$ cat src/rtl/sd_seq_pkg.sv
package sd_seq_pkg;

  typedef enum logic [3:0] {
    ST_IDLE, ST_GORESET, ST_IFCOND, ST_APP41, ST_OPCOND, ST_CID, ST_RCA,
    ST_SELECT, ST_APP6, ST_WIDTH, ST_READ, ST_STOP, ST_DONE, ST_FAIL
  } seqState_t;

  typedef enum logic [2:0] {
    ARG_ZERO, ARG_IFCOND, ARG_OPCOND, ARG_RCA, ARG_WIDTH, ARG_ADDR
  } argSel_t;

  // strobes from control to datapath
  typedef struct packed {
    logic clearAll;
    logic setV2;
    logic capOcr;
    logic capRca;
    logic pollInc;
  } seqStrobe_t;

endpackage

$ cat src/rtl/sd_seq_datapath.sv
module sd_seq_datapath
  import sd_seq_pkg::*;
#(
  parameter int POLL_LIMIT  = 1000,
  parameter int BLOCK_SHIFT = 9,
  parameter logic [3:0]  VOLT_FIELD = 4'h1,
  parameter logic [7:0]  CHECK_BYTE = 8'hAA,
  parameter logic [23:0] OCR_WINDOW = 24'hFF8000
) (
  input  logic        clk,
  input  logic        rstN,
  input  seqStrobe_t  strobe,
  input  argSel_t     argSel,
  input  logic [31:0] blockAddr,
  input  logic [31:16] respHigh,
  input  logic        respCcs,
  output logic [31:0] cmdArg,
  output logic        pollLast,
  output logic        highCap,
  output logic [15:0] rca
);
  localparam int CNT_W = (POLL_LIMIT > 1) ? $clog2(POLL_LIMIT) : 1;
  localparam logic [CNT_W-1:0] CNT_LAST = CNT_W'(POLL_LIMIT - 1);

  logic             isV2;
  logic [CNT_W-1:0] pollCnt;

  always_ff @(posedge clk) begin
    if (!rstN || strobe.clearAll) begin
      isV2    <= 1'b0;
      highCap <= 1'b0;
      rca     <= '0;
      pollCnt <= '0;
    end else begin
      if (strobe.setV2)   isV2    <= 1'b1;
      if (strobe.capOcr)  highCap <= isV2 & respCcs;
      if (strobe.capRca)  rca     <= respHigh;
      if (strobe.pollInc) pollCnt <= pollCnt + 1'b1;
    end
  end

  assign pollLast = (pollCnt == CNT_LAST);

  always_comb begin
    unique case (argSel)
      ARG_IFCOND: cmdArg = {20'h0, VOLT_FIELD, CHECK_BYTE};
      ARG_OPCOND: cmdArg = {1'b0, isV2, 6'h0, OCR_WINDOW};
      ARG_RCA:    cmdArg = {rca, 16'h0};
      ARG_WIDTH:  cmdArg = 32'd2;
      ARG_ADDR:   cmdArg = highCap ? blockAddr : (blockAddr << BLOCK_SHIFT);
      default:    cmdArg = 32'h0;
    endcase
  end

endmodule

$ cat src/rtl/sd_seq_control.sv
module sd_seq_control
  import sd_seq_pkg::*;
#(
  parameter logic [15:0] ECHO_EXPECT = 16'h01AA
) (
  input  logic        clk,
  input  logic        rstN,
  input  logic        start,
  input  logic        multiRead,
  input  logic        respValid,
  input  logic        respTimeout,
  input  logic        respReadyBit,
  input  logic [15:0] respLow,
  input  logic        pollLast,
  output seqStrobe_t  strobe,
  output argSel_t     argSel,
  output logic        cmdReq,
  output logic [5:0]  cmdIndex,
  output logic        ready,
  output logic        error
);
  seqState_t state, nextState;
  logic      waiting, nextWaiting;
  logic      isCmd, respDone;

  always_ff @(posedge clk) begin
    if (!rstN) begin
      state   <= ST_IDLE;
      waiting <= 1'b0;
    end else begin
      state   <= nextState;
      waiting <= nextWaiting;
    end
  end

  assign respDone = waiting & (respValid | respTimeout);

  always_comb begin
    isCmd    = 1'b1;
    argSel   = ARG_ZERO;
    cmdIndex = 6'd0;
    unique case (state)
      ST_GORESET: cmdIndex = 6'd0;
      ST_IFCOND:  begin cmdIndex = 6'd8;  argSel = ARG_IFCOND; end
      ST_APP41:   cmdIndex = 6'd55;
      ST_OPCOND:  begin cmdIndex = 6'd41; argSel = ARG_OPCOND; end
      ST_CID:     cmdIndex = 6'd2;
      ST_RCA:     cmdIndex = 6'd3;
      ST_SELECT:  begin cmdIndex = 6'd7;  argSel = ARG_RCA; end
      ST_APP6:    begin cmdIndex = 6'd55; argSel = ARG_RCA; end
      ST_WIDTH:   begin cmdIndex = 6'd6;  argSel = ARG_WIDTH; end
      ST_READ:    begin cmdIndex = multiRead ? 6'd18 : 6'd17; argSel = ARG_ADDR; end
      ST_STOP:    cmdIndex = 6'd12;
      default:    isCmd = 1'b0;
    endcase
  end

  assign cmdReq = isCmd & ~waiting;
  assign ready  = (state == ST_DONE);
  assign error  = (state == ST_FAIL);

  always_comb begin
    nextState   = state;
    nextWaiting = waiting | cmdReq;
    strobe      = '0;
    if (!isCmd && start) begin
      strobe.clearAll = 1'b1;
      nextState       = ST_GORESET;
    end
    if (respDone) begin
      nextWaiting = 1'b0;
      if (respTimeout && state != ST_GORESET && state != ST_IFCOND) begin
        nextState = ST_FAIL;
      end else begin
        unique case (state)
          ST_GORESET: nextState = ST_IFCOND;
          ST_IFCOND: begin
            if (respTimeout) nextState = ST_APP41;
            else if (respLow == ECHO_EXPECT) begin
              strobe.setV2 = 1'b1;
              nextState    = ST_APP41;
            end else nextState = ST_FAIL;
          end
          ST_APP41: nextState = ST_OPCOND;
          ST_OPCOND: begin
            if (respReadyBit) begin
              strobe.capOcr = 1'b1;
              nextState     = ST_CID;
            end else if (pollLast) nextState = ST_FAIL;
            else begin
              strobe.pollInc = 1'b1;
              nextState      = ST_APP41;
            end
          end
          ST_CID: nextState = ST_RCA;
          ST_RCA: begin
            strobe.capRca = 1'b1;
            nextState     = ST_SELECT;
          end
          ST_SELECT: nextState = ST_APP6;
          ST_APP6:   nextState = ST_WIDTH;
          ST_WIDTH:  nextState = ST_READ;
          ST_READ:   nextState = multiRead ? ST_STOP : ST_DONE;
          ST_STOP:   nextState = ST_DONE;
          default:   nextState = state;
        endcase
      end
    end
  end

endmodule

$ cat src/rtl/sd_bringup_seq.sv
module sd_bringup_seq
  import sd_seq_pkg::*;
#(
  parameter int POLL_LIMIT  = 1000,
  parameter int BLOCK_SHIFT = 9
) (
  input  logic        clk,
  input  logic        rstN,
  input  logic        start,
  input  logic        multiRead,
  input  logic [31:0] blockAddr,
  output logic        cmdReq,
  output logic [5:0]  cmdIndex,
  output logic [31:0] cmdArg,
  input  logic        respValid,
  input  logic        respTimeout,
  input  logic [31:0] respData,
  output logic        ready,
  output logic        error,
  output logic        highCap,
  output logic [15:0] rca
);
  localparam logic [3:0] VOLT_FIELD = 4'h1;
  localparam logic [7:0] CHECK_BYTE = 8'hAA;

  seqStrobe_t strobe;
  argSel_t    argSel;
  logic       pollLast;

  sd_seq_control #(
    .ECHO_EXPECT({4'h0, VOLT_FIELD, CHECK_BYTE})
  ) control_i (
    .clk(clk), .rstN(rstN), .start(start), .multiRead(multiRead),
    .respValid(respValid), .respTimeout(respTimeout),
    .respReadyBit(respData[31]), .respLow(respData[15:0]),
    .pollLast(pollLast), .strobe(strobe), .argSel(argSel),
    .cmdReq(cmdReq), .cmdIndex(cmdIndex), .ready(ready), .error(error)
  );

  sd_seq_datapath #(
    .POLL_LIMIT(POLL_LIMIT), .BLOCK_SHIFT(BLOCK_SHIFT),
    .VOLT_FIELD(VOLT_FIELD), .CHECK_BYTE(CHECK_BYTE)
  ) datapath_i (
    .clk(clk), .rstN(rstN), .strobe(strobe), .argSel(argSel),
    .blockAddr(blockAddr), .respHigh(respData[31:16]), .respCcs(respData[30]),
    .cmdArg(cmdArg), .pollLast(pollLast), .highCap(highCap), .rca(rca)
  );

endmodule

$ cat config.mk
export PLATFORM = sky130hd
export DESIGN_NAME = sd_bringup_seq
export DESIGN_NICKNAME = d
export VERILOG_FILES = /design/src/rtl/sd_seq_pkg.sv /design/src/rtl/sd_seq_datapath.sv /design/src/rtl/sd_seq_control.sv /design/src/rtl/sd_bringup_seq.sv
export SDC_FILE = /design/constraint.sdc
export NUM_CORES = 1
export LEC_CHECK = 0
export ABC_AREA = 1
export BUFFER_PORTS_ARGS = -buffer_cell sky130_fd_sc_hd__buf_2
export CAP_MARGIN = 0
export CORE_MARGIN = 2
export CORE_UTILIZATION = 30
export DETAILED_ROUTE_END_ITERATION = 8
export PLACE_DENSITY = 0.55
export SLEW_MARGIN = 40
export SYNTH_ARGS = -nofsm -noshare
export SYNTH_HDL_FRONTEND = slang
export SYNTH_HIERARCHICAL = 1
export SYNTH_SLANG_ARGS = --single-unit
$ cat constraint.sdc
create_clock -name clk -period 2.2 [get_ports clk]
set_clock_uncertainty 0.1 [all_clocks]
set_input_delay 0.22 -clock clk [delete_from_list [all_inputs] [get_ports clk]]
set_output_delay 0.22 -clock clk [all_outputs]
set_load 0.005 [all_outputs]
==> qor.csv, run 1 <==
metric,value,unit
antenna violations before repair,0,
DR top layer,met4,
internal power,1.44,mW
die area,9150,sq um
"critical path fanouts, max",8,
Tightest Pin Transition,0.588,ns
most frequent cells in the layout,"nand2_1 (175), buf_2 (127), nor2_1 (45)",
period utilization,99.4,%
fillers,882,
antenna violation net count after detailed routing,0,
Yosys warning count,6,
DRC Markers,0,
vias in the first global route,3012,
Max Cap Viol,0,
worst hold path startpoint,respData[19],
Avg Inst Size Synth,5.69,sq um
Power Density,583,nW/um^2
io pins,128,
relative slew slack,60.5,%
synth top area cells,"nand2_1 (28%), dfxtp_1 (26%), a21oi_1 (7.9%), nor2_1 (7.0%), inv_1 (5.2%)",
Synth Net Count,514,
top cell type by total area after synthesis,nand2_1,
Tot GR Track Use,19.3,%
chip width,95.7,um
unrepaired setup endpoints after global routing,yes,
Vias,3324,
Area Growth Syn to Fin,51.6,%
Net Sw Power,0.791,mW
TritonCTS Buffers,5,
met3 wire length,616,um
"Req. time, crit path",1.88,ns
row cnt,33,
Worst Hold Margin,0.0868,ns
largest net degree at the start of global routing,26,
clock sink count,33,
CP arrival,1.87,ns
critical path class,reg -> out,
WL/cell,12.9,um
clk buf depth,2,
H-Tree Depth,2,
post-layout min period,2.19,ns
Worst Hold Path Cells,3,
sequential share of the synthesized area,26.2,%
Reg power frac,30.4,%
Final HPWL DP,6.95,mm
Starting Density,30.8,%
total power,2.23,mW
Synth Register Bits,33,
wl on met1,3.86,mm
Comb pwr share,39.2,%
vias per cell,4.67,
setup violators final,0,
"commonest non-fill, non-tap cell in the layout",nand2_1,
Clock Root Buffer,clkbuf_8,
Pre-antenna DRT Iters,6,
Sw Share,35.5,%
leak pwr,2.02,nW
Final nets,677,
Die Y,95.7,um
VDD IR max,0.454,mV
Peak Freq,457,MHz
FF-to-FF setup slack,0.04,ns
status,"finished, final reports clean",
met2 wire len,4.62,mm
Detailed Route WL,9.18,mm
post-layout util,46.7,%
FF-to-FF path depth,16,
worst skew pair latency,0.28,ns
Antenna diodes,0,
Yosys cell types,30,
RR Startpoint,control_i/state[2]$_SDFFE_PN0P_,
share of layout cells above drive strength 1,38.6,%
cell area after synthesis,2520,sq um
total gr overflow,0,
Worst setup SP type,flop,
first-pass GRT wire length,14.0,mm
core area,8180,sq um
Port Buffers,127,
HP Class,in -> reg,
DRT iter0 DRCs,96,
GP Congestion,0.890,
worst reg2reg endpoint,control_i/state[3]$_SDFFE_PN0P_,
Mapped Cells,443,
clock power share,30.3,%
"Slew Viols, Final",0,
hold endpoint,datapath_i/rca[3]$_SDFFE_PP0P_,
crit end category,primary output,
# hold bufs at CTS,0,
"Reg clk slew, reported paths",0.07,ns
CTS tree,yes,
final hold vios,0,
Yosys top cell area share,27.5,%
## worst max path at each step
stage / from / cells after the start / end
final: control_i/state[2]$_SDFFE_PN0P_ / 12 / cmdArg[30]
after global routing: control_i/state[2]$_SDFFE_PN0P_ / 12 / cmdArg[24]
after CTS: control_i/state[2]$_SDFFE_PN0P_ / 12 / cmdArg[24]
after detailed placement: control_i/state[1]$_SDFFE_PN0P_ / 9 / cmdArg[30]
after global placement: control_i/state[0]$_SDFFE_PN0P_ / 8 / cmdArg[30]
after floorplan: control_i/state[3]$_SDFFE_PN0P_ / 10 / cmdArg[24]
## cells by family after synthesis
logic type / Yosys count / synth area share, %
buf+inv: 57 / 9.73
flops: 33 / 26.2
fa+ha+maj: 1 / 0.496
simple gates: 282 / 48.6
compound gates: 70 / 15.0
## cells in the mapped netlist
cell	n
buf_2	10
inv_1	35
nand2_2	5
nor2_4	5
nand3_2	1
o21ai_4	1
o21ai_0	19
buf_6	2
o211ai_1	1
nand2_4	2
nand3b_1	1
nor2_8	2
nor2_2	4
a21oi_1	40
o22ai_1	1
a21boi_1	1
ha_1	1
nand4_1	2
dfxtp_1	33
nand2_1	185
nor3_1	5
buf_4	1
o21ai_1	4
nor3_2	1
inv_2	9
nor2_1	47
nand3_1	19
o21a_1	1
nor4_1	3
o2111ai_1	2
## cell type report
cell class	instances	area, sq um	area share [%]
multi-input combinational	354	1730	45.3
timing repair buffer	166	956	25.0
sequential	33	676	17.7
inverter	44	183	4.78
tap	105	131	3.44
clock buffer	5	68.8	1.80
clock inverter	3	65.1	1.70
timing repair inverter	2	10.0	0.262
## worst max-delay path, stage by stage (launching register included)
cell,delay [ns]
dfxtp_4,0.41
inv_4,0.05
nor2_4,0.12
buf_4,0.15
nand2_4,0.07
nand3_2,0.09
inv_4,0.06
nor2_8,0.11
inv_2,0.05
nor2_4,0.20
nand2_2,0.08
nand3_2,0.09
buf_2,0.11
## repair_timing
item,4_1_cts,5_1_grt
gates resized for setup,35,16
setup endpoints to repair,28,38
pin swaps,13,8
endpoints found under the hold margin,0,0
setup buffers,23,8
gates cloned,1,2
## per-stage QoR
step	setup TNS [ns]	instance area, sq um	worst slack, ns	cells
floorplan	0	2520	0.424	443
global placement	0	3270	0.0744	670
detailed placement	0	3270	0.0257	670
CTS	0	3690	0.00235	702
global route	-1.68	3820	-0.106	712
finish	0	3820	0.0122	712
## registers in the layout (all words and copies together), names as in the netlist
name and flops:
datapath_i/isV2 1, datapath_i/pollCnt 10, datapath_i/highCap 1, datapath_i/rca 16, control_i/state 4, control_i/waiting 1
## power groups by stage
| stage | combinational (mW) | clock, mW | sequential, mW |
|---|---|---|---|
| finish | 0.875 | 0.676 | 0.679 |
| global route | 0.966 | 0.722 | 0.681 |
| CTS | 0.826 | 0.692 | 0.672 |
| detailed placement | 0.718 | 0 | 0.669 |
| global placement | 0.721 | 0 | 0.667 |
| floorplan | 0.441 | 0 | 0.661 |
## per-layer routing
layer / track usage, % / up-vias
li1: - / 1731
met1: 22.8 / 1480
met2: 36.5 / 105
met3: 2.92 / 8
met4: 4.17 / 0
met5: 0 / -
Note: power is estimated with default switching activity, not from simulation.
==> inputs of run 2 (changes only) <==
--- a/config.mk
+++ b/config.mk
@@ -11,6 +11,7 @@
 export CORE_MARGIN = 2
 export CORE_UTILIZATION = 30
 export DETAILED_ROUTE_END_ITERATION = 8
+export GPL_TIMING_DRIVEN = 0
 export PLACE_DENSITY = 0.55
 export SLEW_MARGIN = 40
 export SYNTH_ARGS = -nofsm -noshare
==> constraint.sdc (replaced) <==
create_clock -name clk -period 2.48 [get_ports clk]
set_clock_uncertainty 0.1 [all_clocks]
set_input_delay 0.248 -clock clk [delete_from_list [all_inputs] [get_ports clk]]
set_output_delay 0.248 -clock clk [all_outputs]
set_load 0.005 [all_outputs]
==> run 2 against run 1 <==
  * Routed wire length is 7.0% lower
  * Clock power is 41% lower
  * Critical path depth is 1 lower
  * Core utilization is 4.8 points lower
  * Worst setup slack better by 0.16 ns
  * Combinational power is 26% lower
  * Cell count is 3.7% lower
  * First-iteration DRC count is 8.3% lower
  * Sequential cell count stayed put
  * Count of clock-buffer cells in the layout stayed put
  * Hold slack better by 0.019 ns
  * Non-clock buffer count is 23 lower
  * Critical path type unchanged
  * Largest cell class unchanged
  * Largest power group unchanged
  * Highest routed layer unchanged
==> qor.csv, run 2 (synthesis gave the netlist of run 1 again) <==
metric,value,unit
status,"finished, final reports clean",
Die Y,95.7,um
Top Registers,"datapath_i/rca: 16 flops, datapath_i/pollCnt: 10 flops, control_i/state: 4 flops",
CTS tree,yes,
H-Tree Depth,2,
setup violators final,0,
HP Class,in -> reg,
antenna violation net count after detailed routing,0,
Power Density,478,nW/um^2
"Reg clk slew, reported paths",0.08,ns
DRC Markers,0,
Antenna diodes,0,
"critical path fanouts, max",10,
post-layout min period,2.31,ns
Port Buffers,127,
DRT iter0 DRCs,88,
io pins,128,
chip width,95.7,um
# hold bufs at CTS,0,
most frequent cells in the layout,"nand2_1 (183), buf_2 (137), nor2_1 (47)",
first-pass GRT wire length,13.3,mm
fillers,942,
"commonest non-fill, non-tap cell in the layout",nand2_1,
Area Growth Syn to Fin,36.1,%
post-layout util,42.0,%
relative slew slack,60.9,%
worst hold path startpoint,respData[28],
TritonCTS Buffers,5,
Vias,3163,
Worst setup SP type,flop,
Final nets,651,
Tightest Pin Transition,0.581,ns
GP Congestion,0.863,
largest net degree at the start of global routing,12,
"Slew Viols, Final",0,
clock sink count,33,
Clock Root Buffer,clkbuf_8,
vias in the first global route,2912,
vias per cell,4.61,
total gr overflow,0,
crit end category,primary output,
Starting Density,30.8,%
"Req. time, crit path",2.13,ns
worst reg2reg endpoint,datapath_i/pollCnt[2]$_SDFFE_PP0P_,
post-placement cell count,675,
Place WS,0.309,ns
FF-to-FF setup slack,0.41,ns
critical path class,reg -> out,
row cnt,33,
Worst Slack Setup Final,0.170,ns
core area,8180,sq um
leak pwr,1.82,nW
RR Startpoint,datapath_i/pollCnt[1]$_SDFFE_PP0P_,
Largest Register,datapath_i/rca,
Detailed Route WL,8.54,mm
FF-to-FF path depth,10,
Max Cap Viol,0,
worst skew pair latency,0.28,ns
hold endpoint,datapath_i/rca[12]$_SDFFE_PP0P_,
Layout Cells excl Fill,686,
Pre-antenna DRT Iters,4,
CP arrival,1.96,ns
Peak Freq,433,MHz
Worst Hold Path Cells,3,
Final HPWL DP,7.08,mm
Tot GR Track Use,18.3,%
period utilization,93.1,%
VDD IR max,0.329,mV
clk buf depth,2,
Post-Route Setup TNS,0,ns
antenna violations before repair,0,
Largest register FFs,16,
final hold vios,0,
WL/cell,12.4,um
die area,9150,sq um
share of layout cells above drive strength 1,32.4,%
run 2: changes by cell type in the layout (fill, tap and decap cells not counted), moves of 4 or more:
cell     before  now
buf_4        34    4
nand2_1     175  183
inv_1        31   35
nand2_2      12    7
buf_2       127  137
run 2: worst max-delay path, cell delays in order, from the launching register on:
cell	delay, ns
dfxtp_4	0.41
nand2_1	0.12
inv_1	0.12
nand2_1	0.11
nand3_1	0.11
inv_2	0.08
nor2_8	0.13
inv_1	0.09
nor2_4	0.22
nand2_1	0.08
nand3_1	0.09
buf_2	0.12
run 2: how the worst max path moves through the flow:
| stage | from | end | slack [ns] | depth (start not counted) |
|---|---|---|---|---|
| floorplan | control_i/state[3]$_SDFFE_PN0P_ | cmdArg[24] | 0.68 | 10 |
| global placement | control_i/state[3]$_SDFFE_PN0P_ | cmdArg[17] | 0.33 | 11 |
| detailed placement | control_i/state[3]$_SDFFE_PN0P_ | cmdArg[17] | 0.31 | 11 |
| CTS | control_i/state[2]$_SDFFE_PN0P_ | cmdArg[30] | 0.003 | 11 |
| global route | control_i/state[0]$_SDFFE_PN0P_ | cmdArg[30] | -0.01 | 11 |
| finish | control_i/state[0]$_SDFFE_PN0P_ | cmdArg[30] | 0.17 | 11 |
run 2: report_power, final:
group          internal (mW)  switching, mW  total [mW]
clock network          0.194          0.205       0.399
logic                  0.252          0.396       0.648
registers              0.555         0.0382       0.593
run 2: repair_timing:
| action | CTS | global route |
|---|---|---|
| buffers inserted | 0 | 3 |
| cloned | 0 | 0 |
| pin swaps | 0 | 3 |
| resized for setup | 1 | 14 |
| setup endpoints to repair | 3 | 28 |
run 2: layout make-up:
type | count | area, sq um | share of cell area [%]
Multi-Input combinational cell | 353 | 1640 | 47.6
Clock buffer | 5 | 68.8 | 2.01
Tap cell | 105 | 131 | 3.83
Timing Repair Buffer | 130 | 658 | 19.2
Clock inverter | 3 | 17.5 | 0.510
Buffer | 13 | 80.1 | 2.33
Sequential cell | 33 | 676 | 19.7
Inverter | 44 | 165 | 4.81
run 2: metal layers:
metal | wire [um] | global-route usage, % | vias to the layer above
li1 | - | - | 1680
met1 | 3790 | 21.8 | 1388
met2 | 4090 | 34.0 | 87
met3 | 572 | 3.24 | 8
met4 | 78 | 4.05 | 0
met5 | 0 | 0 | -
run 2: stage by stage:
step | total power [mW] | cell area, sq um | hold WS (ns)
floorplan | 0.978 | 2520 | 0.271
global placement | 1.22 | 3290 | 0.331
detailed placement | 1.22 | 3290 | 0.337
CTS | 1.62 | 3380 | 0.101
global route | 1.76 | 3430 | 0.106
finish | 1.64 | 3430 | 0.106
==> inputs of run 3 (changes only) <==
--- a/config.mk
+++ b/config.mk
@@ -8,6 +8,7 @@
 export ABC_AREA = 1
 export BUFFER_PORTS_ARGS = -buffer_cell sky130_fd_sc_hd__buf_2
 export CAP_MARGIN = 0
+export CORE_ASPECT_RATIO = 0.6
 export CORE_MARGIN = 2
 export CORE_UTILIZATION = 30
 export DETAILED_ROUTE_END_ITERATION = 8
==> run 3 against run 2 <==
  * Hold slack better by 0.0066 ns
  * Sequential power barely moved
  * Critical path depth stayed put
  * Non-clock buffer count fell by 1
  * First-iteration DRC count grew to 2.6 times the previous value
  * Combinational power fell by 1%
  * Total power increased by 21%
  * Register-to-register slack lost 0.06 ns
  * Die area rose by 0.27%
  * Sequential share of layout area shrank 0.56 points
==> qor.csv, run 3 (synthesis gave the netlist of run 1 again) <==
metric,value,unit
total gr overflow,0,
share of layout cells above drive strength 1,32.4,%
GP Congestion,0.931,
chip width,122,um
RR Startpoint,datapath_i/pollCnt[1]$_SDFFE_PP0P_,
antenna violations before repair,0,
io pins,128,
met2 Resource Use GR,24.3,%
clk buf depth,2,
crit end category,primary output,
TritonCTS Buffers,5,
row cnt,25,
Worst Hold Margin,0.113,ns
FF-to-FF setup slack,0.35,ns
gr busiest metal,met1,
VDD IR max,0.246,mV
Vias,3162,
critical path class,reg -> out,
hold endpoint,datapath_i/rca[9]$_SDFFE_PP0P_,
final hold vios,0,
Largest Register,datapath_i/rca,
Layout Cells excl Fill,688,
met3 GRT Util,4.62,%
Detailed Route WL,8.82,mm
DRT iter0 DRCs,232,
setup violators final,0,
worst reg2reg endpoint,datapath_i/pollCnt[2]$_SDFFE_PP0P_,
"Slew Viols, Final",0,
Worst Hold Path Cells,3,
# hold bufs at CTS,0,
period utilization,95.3,%
"critical path fanouts, max",10,
die area,9180,sq um
Max Cap Viol,0,
Top Registers,"datapath_i/rca: 16 flops, datapath_i/pollCnt: 10 flops, control_i/state: 4 flops",
status,"finished, final reports clean",
Die Y,75.0,um
Starting Density,31.5,%
HP Class,in -> reg,
Post-Route Setup TNS,0,ns
Final nets,650,
Worst Slack Setup Final,0.116,ns
Worst setup SP type,flop,
worst skew pair latency,0.28,ns
WL/cell,12.8,um
DRC Markers,0,
leak pwr,1.86,nW
Largest register FFs,16,
Tot GR Track Use,18.8,%
post-placement cell count,678,
H-Tree Depth,2,
"Reg clk slew, reported paths",0.06,ns
GR Util met1,29.8,%
post-layout min period,2.36,ns
relative slew slack,61.8,%
total power,1.98,mW
largest net degree at the start of global routing,12,
Place WS,0.317,ns
clock sink count,33,
Area Growth Syn to Fin,39.6,%
Clock Root Buffer,clkbuf_16,
CTS tree,yes,
first-pass GRT wire length,13.4,mm
worst hold path startpoint,respData[25],
CP arrival,2.02,ns
Port Buffers,127,
Antenna diodes,0,
Final HPWL DP,7.26,mm
vias per cell,4.60,
Tightest Pin Transition,0.568,ns
FF-to-FF path depth,10,
"Req. time, crit path",2.13,ns
vias in the first global route,2712,
core area,8010,sq um
Power Density,562,nW/um^2
Pre-antenna DRT Iters,5,
most frequent cells in the layout,"nand2_1 (183), buf_2 (137), nor2_1 (47)",
"commonest non-fill, non-tap cell in the layout",nand2_1,
antenna violation net count after detailed routing,0,
Peak Freq,423,MHz
run 3: final cells by class:
cell class	instances	area [sq um]
fill	920	4490
multi-input combinational	353	1640
sequential	33	673
timing repair buffer	129	651
inverter	44	165
clock buffer	6	139
tap	108	135
buffer	13	80.1
clock inverter	2	37.5
run 3: critical path: stages, from the launching register on:
cell     delay (ns)
dfxtp_4        0.40
inv_2          0.06
nor2_4         0.16
nand2_1        0.15
nand3_1        0.12
inv_2          0.08
nor2_8         0.14
inv_1          0.10
nor2_4         0.24
nand2_1        0.08
nand3_1        0.10
buf_2          0.11
run 3: routing by layer:
layer	routed length (um)	vias up	share of wire, %
li1	-	1685	-
met1	4560	1361	52
met2	3530	110	40
met3	654	6	7.4
met4	69	0	0.78
met5	0	-	0
run 3: worst max path at each step:
stage                                                from    endpoint  slack (ns)  depth (start not counted)
after global routing      control_i/state[2]$_SDFFE_PN0P_  cmdArg[30]       -0.02                         11
after global placement    control_i/state[1]$_SDFFE_PN0P_  cmdArg[21]        0.29                          9
after floorplan           control_i/state[3]$_SDFFE_PN0P_  cmdArg[24]        0.68                         10
after CTS                 control_i/state[1]$_SDFFE_PN0P_  cmdArg[10]       0.003                          9
after detailed placement  control_i/state[3]$_SDFFE_PN0P_  cmdArg[10]        0.32                         10
final                     control_i/state[3]$_SDFFE_PN0P_  cmdArg[30]        0.12                         11
run 3: power breakdown:
| part | switching, mW | total [mW] | leakage, nW | internal, mW |
|---|---|---|---|---|
| Combinational | 0.397 | 0.639 | 1.50 | 0.242 |
| Sequential | 0.0394 | 0.596 | 0.269 | 0.556 |
| Clock | 0.243 | 0.744 | 0.0831 | 0.501 |
run 3: per-stage QoR:
step / area (sq um) / utilization (%)
4_1_cts: 3470 / 43.3
3_3_place_gp: 3290 / 41.1
2_1_floorplan: 2520 / -
6_report: 3520 / 44.0
5_1_grt: 3520 / 44.0
3_5_place_dp: 3290 / 41.1
run 3: what timing repair did:
item	CTS	global route
pin swaps	0	4
gates resized for setup	1	12
buffers inserted	0	2
endpoints found under the setup margin	1	28
